===== src/rtl/atb_pkg.sv =====
package atb_pkg;

    localparam int CW_W    = 4;
    localparam int NPAT    = 10;
    localparam int PIDX_W  = $clog2(NPAT);
    localparam int CLS_W   = 3;

    typedef enum logic [CLS_W-1:0] {
        CLS_BYPASS  = 3'd0,
        CLS_SAMPLE  = 3'd1,
        CLS_HIGHZ   = 3'd2,
        CLS_EXTEST  = 3'd3,
        CLS_RUNBIST = 3'd4,
        CLS_CLAMP   = 3'd5,
        CLS_PROBE   = 3'd6,
        CLS_INTEST  = 3'd7
    } icls_e;

    typedef enum logic {
        ST_LIVE   = 1'b0,
        ST_FROZEN = 1'b1
    } hold_e;

    // Pattern index chosen by class and control word.
    function automatic logic [PIDX_W-1:0] pick_pattern(icls_e cls, logic [CW_W-1:0] word);
        logic [PIDX_W-1:0] idx;
        idx = '0;
        unique case (cls)
            CLS_EXTEST, CLS_RUNBIST, CLS_CLAMP: begin
                if (!word[3])            idx = PIDX_W'(word[2:0]);
                else if (word == 4'd9)   idx = PIDX_W'(8);
                else if (word == 4'd10)  idx = PIDX_W'(9);
                else                     idx = '0;
            end
            CLS_PROBE, CLS_INTEST: begin
                if (word[3:2] == 2'b00)  idx = PIDX_W'(word[1:0]);
                else                     idx = '0;
            end
            CLS_BYPASS, CLS_SAMPLE, CLS_HIGHZ: idx = '0;
            default:                           idx = '0;
        endcase
        return idx;
    endfunction

endpackage


===== src/rtl/atb_scan_stage.sv =====
module atb_scan_stage #(
    parameter int W = 4
) (
    input  logic         tck,
    input  logic         trst_n,
    input  logic         capture_en,
    input  logic         shift_en,
    input  logic         scan_in,
    input  logic [W-1:0] held_word,
    output logic [W-1:0] stage,
    output logic         scan_out
);

    always_ff @(posedge tck or negedge trst_n) begin
        if (!trst_n) begin
            stage <= '0;
        end else if (capture_en) begin
            stage <= held_word;
        end else if (shift_en) begin
            stage <= {scan_in, stage[W-1:1]};
        end
    end

    assign scan_out = stage[0];

endmodule


===== src/rtl/atb_update_reg.sv =====
module atb_update_reg #(
    parameter int W = 4
) (
    input  logic         tck,
    input  logic         trst_n,
    input  logic         load,
    input  logic [W-1:0] d,
    output logic [W-1:0] q
);

    always_ff @(posedge tck or negedge trst_n) begin
        if (!trst_n) begin
            q <= '0;
        end else if (load) begin
            q <= d;
        end
    end

endmodule


===== src/rtl/atb_pattern_decode.sv =====
module atb_pattern_decode
    import atb_pkg::*;
#(
    parameter int N = NPAT
) (
    input  icls_e            cls,
    input  logic [CW_W-1:0]  word,
    output logic [N-1:0]     onehot
);

    logic [PIDX_W-1:0] idx;

    assign idx = pick_pattern(cls, word);

    for (genvar g = 0; g < N; g++) begin : g_pat
        assign onehot[g] = (idx == PIDX_W'(g));
    end

endmodule


===== src/rtl/atb_ctrl.sv =====
module atb_ctrl
    import atb_pkg::*;
(
    input  logic              tck,
    input  logic              trst_n,
    input  logic              capture_en,
    input  logic              shift_en,
    input  logic              update_en,
    input  logic              scan_in,
    output logic              scan_out,
    input  logic [CLS_W-1:0]  instr_class,
    output logic [NPAT-1:0]   sw_en
);

    localparam logic [NPAT-1:0] P0_VEC = NPAT'(1);

    icls_e             cls;
    hold_e             st_q;
    hold_e             st_nxt;
    logic [CW_W-1:0]   stage_q;
    logic [CW_W-1:0]   word_q;
    logic [NPAT-1:0]   pat_dec;
    logic              upd_load;

    assign cls = icls_e'(instr_class);

    // Hold machine: next state
    always_comb begin
        st_nxt = st_q;
        unique case (st_q)
            ST_LIVE:   if (cls == CLS_CLAMP) st_nxt = ST_FROZEN;
            ST_FROZEN: if (cls != CLS_CLAMP) st_nxt = ST_LIVE;
            default:   st_nxt = ST_LIVE;
        endcase
    end

    // Hold machine: state register
    always_ff @(posedge tck or negedge trst_n) begin
        if (!trst_n) st_q <= ST_LIVE;
        else         st_q <= st_nxt;
    end

    assign upd_load = update_en && (st_nxt == ST_LIVE);

    atb_scan_stage #(.W(CW_W)) u_stage (
        .tck        (tck),
        .trst_n     (trst_n),
        .capture_en (capture_en),
        .shift_en   (shift_en),
        .scan_in    (scan_in),
        .held_word  (word_q),
        .stage      (stage_q),
        .scan_out   (scan_out)
    );

    atb_update_reg #(.W(CW_W)) u_upd (
        .tck    (tck),
        .trst_n (trst_n),
        .load   (upd_load),
        .d      (stage_q),
        .q      (word_q)
    );

    atb_pattern_decode #(.N(NPAT)) u_dec (
        .cls    (cls),
        .word   (word_q),
        .onehot (pat_dec)
    );

    // Hold machine: output register
    always_ff @(posedge tck or negedge trst_n) begin
        if (!trst_n) begin
            sw_en <= P0_VEC;
        end else begin
            unique case (st_nxt)
                ST_LIVE:   sw_en <= pat_dec;
                ST_FROZEN: sw_en <= sw_en;
                default:   sw_en <= P0_VEC;
            endcase
        end
    end

endmodule


===== config.mk =====
export PLATFORM = sky130hd
export DESIGN_NAME = atb_ctrl
export DESIGN_NICKNAME = d
export VERILOG_FILES = /design/src/rtl/atb_pkg.sv /design/src/rtl/atb_scan_stage.sv /design/src/rtl/atb_update_reg.sv /design/src/rtl/atb_pattern_decode.sv /design/src/rtl/atb_ctrl.sv
export SDC_FILE = /design/constraint.sdc
export NUM_CORES = 1
export LEC_CHECK = 0
export BUFFER_PORTS_ARGS = -buffer_cell sky130_fd_sc_hd__buf_2
export CELL_PAD_IN_SITES_DETAIL_PLACEMENT = 1
export CELL_PAD_IN_SITES_GLOBAL_PLACEMENT = 1
export CORE_MARGIN = 4
export CORE_UTILIZATION = 39
export CTS_BUF_LIST = sky130_fd_sc_hd__clkbuf_8 sky130_fd_sc_hd__clkbuf_16
export DETAILED_ROUTE_END_ITERATION = 10
export PLACE_DENSITY = 0.79
export SLEW_MARGIN = 20
export SYNTH_ARGS = -nofsm -noshare
export SYNTH_HDL_FRONTEND = slang
export SYNTH_SLANG_ARGS = --single-unit

===== constraint.sdc =====
create_clock -name tck -period 1.4 [get_ports tck]
set_input_delay 0.07 -clock tck [delete_from_list [all_inputs] [get_ports tck]]
set_output_delay 0.07 -clock tck [all_outputs]
set_load 0.02 [all_outputs]

==> results.md <==
- Status: complete, no violations
- Post-DP Area: 995 um^2
- Buffers on Ports: 19
- Critical Path Start: u_upd.q[0]$_DFFE_PN0P_
- Largest net degree at the start of global routing: 19
- Share of cells above drive strength 1: 31.2%
- Final ANT Viol Nets: 0
- Horiz. Die Dim: 55.2 um
- Fin crit period: 1.30 ns
- Hold path start: capture_en
- Syn Nets: 95
- Hold path cells: 2
- Final nets: 119
- Synthesized cell area: 870 um^2
- # clock sinks: 18
- FMAX: 0.767 GHz
- Slew HR: 73.4%
- Total CTS buffers: 3
- Number of max-cap violations: 0
- Hold Path Sink: u_stage.stage[1]$_DFFE_PN0P_
- Vias: 715
- Syn_area_per_cell: 10.1 um^2
- Slowest CP cell: dfrtp_1
- First-pass detailed-route iteration total: 3
- Area of the core: 2040 um^2
- Leakage: 0.000514 uW
- Capturing point of the worst reg2reg path: sw_en[4]$_DFFE_PN0N_
- N_diodes: 0
- Row cnt: 16
- Sequential area share after synthesis: 51.9%
- Distinct cells, synth: 26
- Boundary pin count: 20
- Peak VDD IR: 0.000782 V
- Hold WC Path Type: input pin to register
- First-pass GRT wire length: 3840 um
- Warning count from the yosys run: 0
- Area Growth Syn to Fin: 22.7%
- Main area contributors after synthesis: dfrtp_1 (49%), o21ai_0 (6.9%), nand2_1 (6.5%)
- Initial antenna violation count: 0
- Gr usage total: 15.2%
- Crit start category: register
- Final Cell Area: 1070 um^2
- Setup Crit Path Kind: register to register
- H-tree Lvls: 1
- Starting DRT DRC Count: 3
- Cell taking the most area after synthesis: dfrtp_1
- Vias per std cell: 5.26
- Post-synth EDFFs: 0
- Yosys reg bits: 18
- Wire per inst: 14.8 um
- Clk_lat worst skew: 0.25 ns
- CTS tree: done
- Overflow after GRT: 0
- Clock-pin slew on the worst setup and hold paths: 0.07 ns
- Max Slew Vio Count: 0
- Vias in the first global route: 813
- Top-area cell type share of the netlist area: 48.9%
- Pwr dens: 1450 nW/um^2
- Post-route setup TNS: 0 ns
- Ys async rst share: 100%
- R2R setup slack: 0.1 ns
- Placer Congestion: 0.830
- Die height: 55.2 um
- Worst reg-to-reg path cell count: 3
- Synth Instances: 86
- Setup Viol. Count Final: 0
- Leading cell type in the layout, fill and taps excluded: buf_2
- Initial Util: 42.6%
- Fin crit share: 93.1%
- Dpl hpwl: 1580 um
- Max clock buf depth: 2
- Crit end category: register
- # Post-CTS Setup Buffers: 0
- RR Startpoint: u_upd.q[0]$_DFFE_PN0P_
- CP required: 1.53 ns
- RSZ-0062 raised after global routing: false
- Slew @ Worst Pin: 0.399 ns
- Slowest cell delay on critical path: 0.47 ns
- Area of the die: 3050 um^2
- DRC viols: 0
- Routed wire length: 2020 um
- Worst EP arrival: 1.43 ns
- Fill count: 248
- Ys flop type: dfrtp_1
- Commonest non-fill, non-tap cells in the layout: buf_2 (19), dfrtp_1 (17), nand2_1 (15)
- Final Skew: 0.00660 ns
- Crit Path Max Fanout: 9
- Root Driver: clkbuf_8
- Final Hold Vio Count: 0
- CP Cell Sequence: a211o_1 > a211oi_2 > o21ai_0
==> how the worst max path moves through the flow <==
stage / end / depth (start not counted)
global route: sw_en[4]$_DFFE_PN0N_ / 3
CTS: sw_en[4]$_DFFE_PN0N_ / 3
floorplan: sw_en[4]$_DFFE_PN0N_ / 3
global placement: sw_en[4]$_DFFE_PN0N_ / 3
finish: sw_en[4]$_DFFE_PN0N_ / 3
detailed placement: sw_en[4]$_DFFE_PN0N_ / 3
==> Yosys cell counts, types with 2 or more instances <==
master     n
a21oi_1    4
clkbuf_1   2
dfrtp_1   17
mux2_2     4
mux2i_1    5
nand2_1   15
nand2b_1   3
nor2_1     4
nor2b_1    2
o21ai_0   12
o21ai_1    2
o32a_1     2
==> registers in the layout (all words and copies together), names as in the netlist <==
name,flops
sw_en,10
u_upd.q,4
u_stage.stage,4
==> critical path, delay by kind of cell, from the launching register on <==
kind | cells | cell delay [ns]
DFF | 1 | 0.47
AOI/OAI and AO/OA | 3 | 0.71
==> per-stage QoR <==
step | utilization, % | hold WS (ns) | power (uW) | worst slack, ns | std cells
2_1_floorplan | - | -0.226 | 957 | 0.233 | 86
3_3_place_gp | 48.7 | 0.0193 | 1100 | 0.0528 | 131
3_5_place_dp | 48.7 | 0.0284 | 1120 | 0.0347 | 131
4_1_cts | 51.9 | 0.114 | 1550 | 0.0342 | 136
5_1_grt | 52.3 | 0.143 | 1650 | 0.0254 | 136
6_report | 52.3 | 0.112 | 1550 | 0.0960 | 136
==> cell families (layout without fill, tap and decap cells) <==
logic type             after synthesis  count (layout)  synth area share (%)
and+or+nand+nor                     32              32                  19.3
AOI/OAI and AO/OA                   23              23                  15.3
DFF                                 18              18                  51.9
muxes                                9               9                  10.9
buffers and inverters                4              27                  2.59
==> power by group <==
| part | switching (uW) | internal [uW] |
|---|---|---|
| Combinational | 208 | 180 |
| Sequential | 112 | 619 |
| Clock | 177 | 250 |
| Total | 497 | 1050 |
==> routing by layer <==
layer,GRT usage (%),routed length [um],part of all wire (%)
met4,5.21,12,0.59
met2,24.5,968,48
met3,3.73,93,4.6
met5,0,0,0
met1,19.7,943,47
==> layout make-up <==
class	instances	area (um^2)	share of cell area [%]
inverters	1	3.75	0.352
flip-flops and latches	18	452	42.3
multi-input cells	64	403	37.7
repair buffers	22	120	11.3
well taps	27	33.8	3.17
clock buffers	4	55.1	5.16
==> timing repair <==
| item | 4_1_cts | 5_1_grt |
|---|---|---|
| hold buffers | 1 | 0 |
| hold endpoints to repair | 17 | 0 |
| gates resized for setup | 0 | 2 |
| endpoints found under the setup margin | 0 | 2 |
Power figures use the tool's default switching activity.
